--- src/rtl/irq_arb_pkg.sv ---
package irq_arb_pkg;
  localparam int IRQ_LEVELS = 7;
  localparam int LVL_W      = $clog2(IRQ_LEVELS + 1);
  localparam int TRACE_W    = 2;

  typedef logic [LVL_W-1:0] lvl_t;

  // Strobes from control to datapath
  typedef struct packed {
    logic accept;     // acknowledge hit a presented interrupt
    logic takeNext;   // decision for next cycle
    lvl_t levelNext;  // chosen level, 0 when none
  } arbStrobes_t;
endpackage

--- src/rtl/irq_arb_ctrl.sv ---
module irq_arb_ctrl
  import irq_arb_pkg::*;
(
  input  logic [IRQ_LEVELS-1:0] pendQ,
  input  lvl_t                  curMask,
  input  logic                  takeQ,
  input  logic                  ack,
  output arbStrobes_t           strobes
);
  lvl_t hiLvl;
  logic nmiPend;

  always_comb begin
    hiLvl = '0;
    for (int i = 1; i <= IRQ_LEVELS; i++) begin
      if (pendQ[i-1]) hiLvl = lvl_t'(i);
    end
  end

  assign nmiPend = pendQ[IRQ_LEVELS-1];

  always_comb begin
    strobes.takeNext  = nmiPend || (hiLvl > curMask);
    strobes.levelNext = strobes.takeNext ? hiLvl : '0;
    strobes.accept    = ack && takeQ;
  end
endmodule

--- src/rtl/irq_arb_dp.sv ---
module irq_arb_dp
  import irq_arb_pkg::*;
#(
  parameter int VEC_BASE  = 24,
  parameter int VEC_SCALE = 4,
  parameter int OFS_W     = 8
) (
  input  logic                  clk,
  input  logic                  rstN,
  input  logic [IRQ_LEVELS-1:0] reqSet,
  input  lvl_t                  curMask,
  input  logic [TRACE_W-1:0]    traceIn,
  input  arbStrobes_t           strobes,
  output logic [IRQ_LEVELS-1:0] pendQ,
  output logic                  takeQ,
  output lvl_t                  levelQ,
  output logic [OFS_W-1:0]      ofsQ,
  output lvl_t                  maskQ,
  output logic [TRACE_W-1:0]    traceQ,
  output logic                  resumeQ
);
  logic [IRQ_LEVELS-1:0] clrVec;
  logic [IRQ_LEVELS-1:0] pendNext;
  logic [OFS_W-1:0]      ofsNext;

  for (genvar g = 0; g < IRQ_LEVELS; g++) begin : g_clr
    assign clrVec[g] = strobes.accept && (levelQ == lvl_t'(g + 1));
  end

  // a new request beats the clear of the same level
  assign pendNext = (pendQ & ~clrVec) | reqSet;
  assign ofsNext  = strobes.takeNext
                  ? OFS_W'((int'(strobes.levelNext) + VEC_BASE) * VEC_SCALE)
                  : '0;

  always_ff @(posedge clk or negedge rstN) begin
    if (!rstN) begin
      pendQ   <= '0;
      takeQ   <= 1'b0;
      levelQ  <= '0;
      ofsQ    <= '0;
      maskQ   <= '0;
      traceQ  <= '0;
      resumeQ <= 1'b0;
    end else begin
      pendQ   <= pendNext;
      takeQ   <= strobes.takeNext;
      levelQ  <= strobes.levelNext;
      ofsQ    <= ofsNext;
      maskQ   <= strobes.accept ? levelQ : curMask;
      traceQ  <= strobes.accept ? '0 : traceIn;
      resumeQ <= strobes.accept;
    end
  end
endmodule

--- src/rtl/irq_autovec_arb.sv ---
module irq_autovec_arb
  import irq_arb_pkg::*;
#(
  parameter int VEC_BASE  = 24,
  parameter int VEC_SCALE = 4,
  parameter int OFS_W     = 8
) (
  input  logic                  clk,
  input  logic                  rstN,
  input  logic [IRQ_LEVELS-1:0] reqSet,
  input  logic [LVL_W-1:0]      curMask,
  input  logic [TRACE_W-1:0]    traceIn,
  input  logic                  ack,
  output logic                  take,
  output logic [LVL_W-1:0]      level,
  output logic [OFS_W-1:0]      vecOffset,
  output logic [LVL_W-1:0]      newMask,
  output logic [TRACE_W-1:0]    newTrace,
  output logic                  resume
);
  arbStrobes_t           strobes;
  logic [IRQ_LEVELS-1:0] pendQ;

  irq_arb_ctrl u_ctrl (
    .pendQ   (pendQ),
    .curMask (curMask),
    .takeQ   (take),
    .ack     (ack),
    .strobes (strobes)
  );

  irq_arb_dp #(
    .VEC_BASE  (VEC_BASE),
    .VEC_SCALE (VEC_SCALE),
    .OFS_W     (OFS_W)
  ) u_dp (
    .clk     (clk),
    .rstN    (rstN),
    .reqSet  (reqSet),
    .curMask (curMask),
    .traceIn (traceIn),
    .strobes (strobes),
    .pendQ   (pendQ),
    .takeQ   (take),
    .levelQ  (level),
    .ofsQ    (vecOffset),
    .maskQ   (newMask),
    .traceQ  (newTrace),
    .resumeQ (resume)
  );
endmodule

--- config.mk ---
export PLATFORM = sky130hd
export DESIGN_NAME = irq_autovec_arb
export DESIGN_NICKNAME = d
export VERILOG_FILES = /design/src/rtl/irq_arb_pkg.sv /design/src/rtl/irq_arb_ctrl.sv /design/src/rtl/irq_arb_dp.sv /design/src/rtl/irq_autovec_arb.sv
export SDC_FILE = /design/constraint.sdc
export NUM_CORES = 1
export LEC_CHECK = 0
export BUFFER_PORTS_ARGS = -buffer_cell sky130_fd_sc_hd__buf_2
export CORE_MARGIN = 2
export CORE_UTILIZATION = 40
export DETAILED_ROUTE_END_ITERATION = 6
export PLACE_DENSITY = 0.7
export SLEW_MARGIN = 0
export SYNTH_ARGS = -nofsm -noshare
export SYNTH_HDL_FRONTEND = slang
export SYNTH_SLANG_ARGS = --single-unit
--- constraint.sdc ---
create_clock -name clk -period 1.5 [get_ports clk]
set_input_delay 0.225 -clock clk [delete_from_list [all_inputs] [get_ports clk]]
set_output_delay 0.225 -clock clk [all_outputs]
set_load 0.02 [all_outputs]
Word level (Yosys, flattened, before mapping)
Cells that the tools add are included.

Bitwise logic cells: 3. Shift-type cells: 0. Divide/modulo/power cells: 0. Reduce and logical (&&, ||, !) cells: 9. Muxes and demuxes: 11. $mul: 0. Equality and inequality tests: 7. $lt $le $gt $ge: 1. Add/sub/neg operators: 1.

Operator list (number): 3-bit 2-to-1 mux (6); 3-bit equality test, second input constant (4); 1-bit logical AND (8); 8-bit 2-to-1 mux (1); 7-bit bitwise AND (1); 7-bit NOT (1); 7-bit bitwise OR (1); 3-bit by 5-bit adder with 6-bit output, second input constant (1); 3-bit by 2-bit equality test with 1-bit output, second input constant (2); 2-bit 2-to-1 mux (3); 3-bit by 1-bit equality test with 1-bit output, second input constant (1); 3-bit > comparator (1); 1-bit logical OR (1); 1-bit 2-to-1 mux (1).

Register bits after elaboration: 25. ROM bits: 0. Word-level logic and storage cells: 39. Memory bits (writable): 0. Latch bits: 0. Memories kept: 0.

Depth between registers and ports, before layout
Gate-level depths: netlist of run 1.

Word-level depth: 12. Mapped depth: 9. Depth with buffers taken out: 9.

Hierarchy
Synthesis of run 1 repeated with hierarchy kept, for this count alone.

Cells, all modules: 73. Area total of the unflattened synthesis: 902.1 µm².

Modules (own cells, without submodules): irq_arb_dp (area an instance 742.0 µm², cells an instance 49, seq. area each 500.5 µm², instances 1); irq_arb_ctrl (area an instance 160.2 µm², cells an instance 24, seq. area each 0.0 µm², instances 1).

Worst setup path before layout of run 1
Ideal clock, no wire load.

Path kind: register -> register. Start point: register u_dp.pendQ[4]. End point: register u_dp.ofsQ[5]. Cell stages (with the launch flop): 7. Library setup time: 0.124 ns. Setup slack: -0.114 ns. Buffers on the path: 0. Required time: 1.376 ns. Period minus slack after synthesis: 1.614 ns. Arrival: 1.490 ns. Cell sequence: dfrtp_1 o31ai_1 ha_1 nor2b_4 o21ai_2 a32oi_2 or2_1.

RTL lines: from (decl) (RTL line irq_arb_dp.sv:14) `output logic [IRQ_LEVELS-1:0] pendQ,`; from (signal assigned) (RTL line irq_arb_dp.sv:46) `pendQ <= pendNext;`; to (signal assigned) (RTL line irq_arb_dp.sv:49) `ofsQ <= ofsNext;`; to (decl) (RTL line irq_arb_dp.sv:17) `output logic [OFS_W-1:0] ofsQ,`.

==> results of run 1 <==
[power by group]
| group | internal, uW | switching (uW) | total [uW] |
|---|---|---|---|
| Combinational | 104 | 145 | 249 |
| Sequential | 494 | 32.9 | 527 |
| Clock | 103 | 133 | 237 |
| Total | 702 | 311 | 1010 |
[timing repair]
item	in CTS	in global routing
hold buffers	1	0
buffers inserted	1	1
endpoints found under the setup margin	4	4
pin swaps	3	7
gates resized for setup	2	1
endpoints found under the hold margin	17	0
[cells by family (layout without fill, tap and decap cells)]
group           count (synthesis)  after routing  synth area share
simple gates                   26             26             0.173
buf+inv                        13             48            0.0975
other cells                     1              3           0.00464
compound gates                 17             17             0.152
flops                          17             17             0.526
fa+ha+maj                       3              3            0.0464
[critical path, stage by stage, from the launching register on]
cell	delay [ns]
dfrtp_1	0.40
inv_2	0.07
a21oi_2	0.05
o31ai_2	0.27
nor2_1	0.08
ha_2	0.19
nor2b_4	0.10
o21ai_2	0.06
a32oi_2	0.23
o21a_1	0.15
[stage by stage]
stage / utilization / setup slack [ns] / total power (uW) / instance area, um^2
floorplan: - / -0.0658 / 696 / 826
global placement: 0.514 / -0.229 / 773 / 997
detailed placement: 0.514 / -0.221 / 778 / 997
CTS: 0.541 / -0.144 / 1020 / 1050
global route: 0.544 / -0.274 / 1080 / 1060
finish: 0.544 / -0.155 / 1010 / 1060
[path summary, 6_finish.rpt]
kind | to | depth (start not counted) | start
setup reg to reg | u_dp.ofsQ[4] | 9 | u_dp.pendQ[1]
hold reg to reg | u_dp.pendQ[0] | 2 | u_dp.pendQ[0]
min in group asynchronous | u_dp.traceQ[1] | 2 | rstN
max in group asynchronous | u_dp.resumeQ | 2 | rstN
hold / removal | u_dp.pendQ[5] | 2 | reqSet[5]
setup / recovery | u_dp.ofsQ[4] | 9 | u_dp.pendQ[1]
[registers in the layout, indices dropped and copies added (netlist names)]
signal and count:
u_dp.pendQ 7, u_dp.maskQ 3, u_dp.ofsQ 3, u_dp.traceQ 2, u_dp.levelQ 1, u_dp.resumeQ 1
[cell usage in the layout, fill, tap and decap left out, types with 2 or more instances in the layout]
master	instances
o31ai_1	3
conb_1	3
clkbuf_4	3
o21ai_0	5
nor2_1	3
o31ai_2	2
dfrtp_1	17
nand2_1	7
o21a_1	2
nand2b_1	9
buf_2	29
and2_1	2
buf_4	9
ha_1	2
inv_1	4
[per-layer routing]
layer	up-vias	wire, um	global-route usage
li1	320	-	-
met1	320	682	0.167
met2	10	862	0.276
met3	4	48	0.0215
met4	0	30	0.100
met5	-	0	0
[layout make-up]
type,instances,share of cell area
Sequential cell,17,0.402
Multi-Input combinational cell,49,0.312
Timing Repair Buffer,39,0.211
Tap cell,27,0.0320
Clock buffer,4,0.0249
Inverter,5,0.0178
==> impl_metrics.json, run 1 <==
{
  "status": "finished, violations left",
  "violations": "negative setup slack",
  "ys_seq_area_frac": 0.526,
  "finalNonFillerCells": 141,
  "totalWireLength_um": 1620,
  "cts_tree": "built",
  "grt_usage": 0.153,
  "synth_common_cells": "dfrtp_1, nand2b_1, buf_4, nand2_1",
  "synth_area_per_cell_um2": 10.5,
  "nNetsFinal": 133,
  "drive_gt1_frac": 0.439,
  "critical_path.max_fanout": 4,
  "drv_cap": 0,
  "yosysTopAreaCell": "dfrtp_1",
  "place_congestion": 0.815,
  "skew_ns": 0.000939,
  "post-route-drc-count": 0,
  "core-area_um2": 1940,
  "syn-cell-area_um2": 808,
  "drtPass1Iterations": 4,
  "whs_ns": 0.118,
  "n_fill_cell": 194,
  "clk_latency_ns": 0.29,
  "dp.cells": 134,
  "synthArstFlopShare": 1.00,
  "root_buffer": "clkbuf_4",
  "grt_start_max_net_pins": 18,
  "start_kind": "flip-flop",
  "clkTransAtPathRegs_ns": 0.09,
  "synth.area.top_cells": "dfrtp_1, buf_4, nand2b_1, ha_1, o31ai_1",
  "grt_overflow": 0,
  "num_vias": 654,
  "synth_cells": 77,
  "die-area_um2": 2400,
  "initial_core_util": 0.416,
  "multi_input_area_um2": 330,
  "worst_ir_drop_vdd_v": 0.000454,
  "power.density_nw_per_um2": 958,
  "grt_first_pass_wirelength_um": 2720,
  "required_ns": 1.73,
  "dpl.hpwl_um": 1230,
  "fmax_ghz": 0.604,
  "setup_viol": 4,
  "synth_edf_count": 0,
  "diodes": 0,
  "synth_seq_cells": 17,
  "antenna_found_initial": 0,
  "yosysWarnings": 0,
  "port_buffers": 29,
  "synth_ff_type": "dfrtp_1",
  "ys_types": 21,
  "drt_iter0_drc": 4,
  "vias_per_cell": 4.64,
  "hold_path.class": "primary input to flip-flop",
  "grt_pass1_vias": 644,
  "grt_setup_unrepaired": "true",
  "wl_per_cell_um": 11.5,
  "cts_sinks": 17,
  "seq_area_um2": 425,
  "hold_viol": 0,
  "antenna_left": 0,
  "finalMaxSlewViolations": 0,
  "ff2ff_setup_slack_ns": -0.15,
  "arrival_ns": 1.89,
  "layout_setup_ws_ns": -0.155,
  "num_rows": 16,
  "die-height_um": 49.0,
  "floorplan.die.width_um": 49.0,
  "synth_top_area_frac": 0.526,
  "p_leak_uw": 0.000494,
  "area_growth_pct": 30.8,
  "critPathCaptureType": "flip-flop",
  "period_share": 1.10,
  "boundaryPins": 33,
  "crit_type": "flip-flop to flip-flop",
  "cts_buffers": 3,
  "yosysMostFrequentCell": "dfrtp_1",
  "finalSetupTns_ns": -0.601,
  "layout_min_cycle_time_ns": 1.65,
  "htreeDepth": 1,
  "cts_buffer_depth": 2
}
Power figures use the tool's default switching activity.
==> run 2: changes to the inputs <==
Settings changed: CTS_BUF_LIST set to sky130_fd_sc_hd__clkbuf_2 sky130_fd_sc_hd__clkbuf_4 sky130_fd_sc_hd__clkbuf_8.
Clock period 1.5 ns to 1.4 ns, I/O delays scaled along.
==> impl_metrics.json, run 2 (same netlist as run 1, synthesis figures left out) <==
{
  "status": "finished, violations left",
  "violations": "negative setup slack",
  "initial_core_util": 0.416,
  "layout_setup_ws_ns": -0.246,
  "dp.cells": 135,
  "antenna_left": 0,
  "finalMaxSlewViolations": 0,
  "place_congestion": 0.819,
  "crit_type": "flip-flop to flip-flop",
  "grt_usage": 0.158,
  "htreeDepth": 1,
  "slowest_stage": "dfrtp_1",
  "cts_tree": "built",
  "largest_reg_flops": 7,
  "post-route-drc-count": 0,
  "drv_cap": 0,
  "area_growth_pct": 33.7,
  "diodes": 0,
  "num_rows": 16,
  "num_vias": 649,
  "worst_ir_drop_vdd_v": 0.000702,
  "root_buffer": "clkbuf_4",
  "grt_start_max_net_pins": 18,
  "finalNonFillerCells": 142,
  "nNetsFinal": 134,
  "grt_setup_unrepaired": "true",
  "core-area_um2": 1940,
  "vias_per_cell": 4.57,
  "skew_ns": 0.000490,
  "top_register": "u_dp.pendQ",
  "setup_viol": 4,
  "floorplan.die.width_um": 49.0,
  "totalWireLength_um": 1650,
  "largest_registers": "u_dp.pendQ (7), u_dp.maskQ (3), u_dp.ofsQ (3)",
  "final_common_cell": "buf_2",
  "start_kind": "flip-flop",
  "layout_min_cycle_time_ns": 1.65,
  "hold_viol": 0,
  "clkTransAtPathRegs_ns": 0.09,
  "grt_first_pass_wirelength_um": 2820,
  "die-height_um": 49.0,
  "die-area_um2": 2400,
  "cts_sinks": 17,
  "drtPass1Iterations": 4,
  "critical_path.max_fanout": 4,
  "crit_family": "compound AO/OA/AOI/OAI gates",
  "port_buffers": 29,
  "antenna_found_initial": 0,
  "dpl_cell_area_um2": 1000,
  "dpl.hpwl_um": 1280,
  "max_stage_delay_ns": 0.40,
  "arrival_ns": 1.83,
  "wl_per_cell_um": 11.6,
  "boundaryPins": 33,
  "finalPower_uw": 1110,
  "drive_gt1_frac": 0.452,
  "grt_pass1_vias": 623,
  "finalSetupTns_ns": -0.951,
  "fmax_ghz": 0.608,
  "cts_buffer_depth": 2,
  "clk_latency_ns": 0.29,
  "period_share": 1.18,
  "hold_path.class": "primary input to flip-flop",
  "drt_iter0_drc": 10,
  "p_leak_uw": 0.000505,
  "post-place-ws_ns": -0.341,
  "crit_chain": "buf_4 > a21oi_2 > o31ai_2 > nor2_1 > ha_2 > nor2b_4 > o21ai_2 > a32oi_2 > or2_1",
  "required_ns": 1.58,
  "crit_buf_inv": 1,
  "layout_common_cells": "buf_2, dfrtp_1, buf_4",
  "cts_buffers": 3,
  "grt_overflow": 0,
  "power.density_nw_per_um2": 1030,
  "final_area_um2": 1080,
  "critPathCaptureType": "flip-flop"
}
run 2: changes by cell type in the layout (fill, tap and decap cells not counted), sizes merged:
cell / change
buf: +1
run 2: stage by stage:
step,util,hold WS (ns)
5_1_grt,0.557,0.0886
6_report,0.557,0.103
3_5_place_dp,0.517,0.139
2_1_floorplan,-,-0.0856
4_1_cts,0.550,0.100
3_3_place_gp,0.517,0.142
run 2: report_power, final:
group	total, uW	leakage (uW)	switching, uW	internal [uW]
sequential	562	0.000173	33.1	529
combinational	272	0.000313	159	113
clock	274	0.0000184	144	130
total	1110	0.000505	336	773
run 2: layout make-up:
| class | count | area, um^2 |
|---|---|---|
| Clock buffer | 4 | 30.0 |
| Fill cell | 193 | 861 |
| Inverter | 5 | 18.8 |
| Multi-Input combinational cell | 49 | 343 |
| Sequential cell | 17 | 425 |
| Tap cell | 27 | 33.8 |
| Timing Repair Buffer | 40 | 230 |
run 2: timing repair:
action	in CTS	in global routing
resized for setup	2	1
endpoints found under the hold margin	17	0
pin swaps	6	2
endpoints found under the setup margin	4	4
hold buffers	1	0
setup buffers	2	0
run 2: per-layer routing:
metal	up-vias	track usage	share of wire
met1	314	0.185	0.40
met5	-	0	0
met2	10	0.265	0.54
met3	5	0.0307	0.033
li1	320	-	-
met4	0	0.100	0.027
run 2: worst paths after layout:
| path | from | to | slack [ns] | cells past startpoint |
|---|---|---|---|---|
| max in group asynchronous | rstN | u_dp.ofsQ[2] | 0.79 | 2 |
| worst min register to register | u_dp.pendQ[0] | u_dp.pendQ[0] | 0.55 | 2 |
| worst max register to register | u_dp.pendQ[2] | u_dp.ofsQ[5] | -0.25 | 9 |
| worst max-delay path | u_dp.pendQ[2] | u_dp.ofsQ[5] | -0.25 | 9 |
| min in group asynchronous | rstN | u_dp.traceQ[1] | 0.36 | 2 |
| worst min-delay path | reqSet[4] | u_dp.pendQ[4] | 0.10 | 2 |
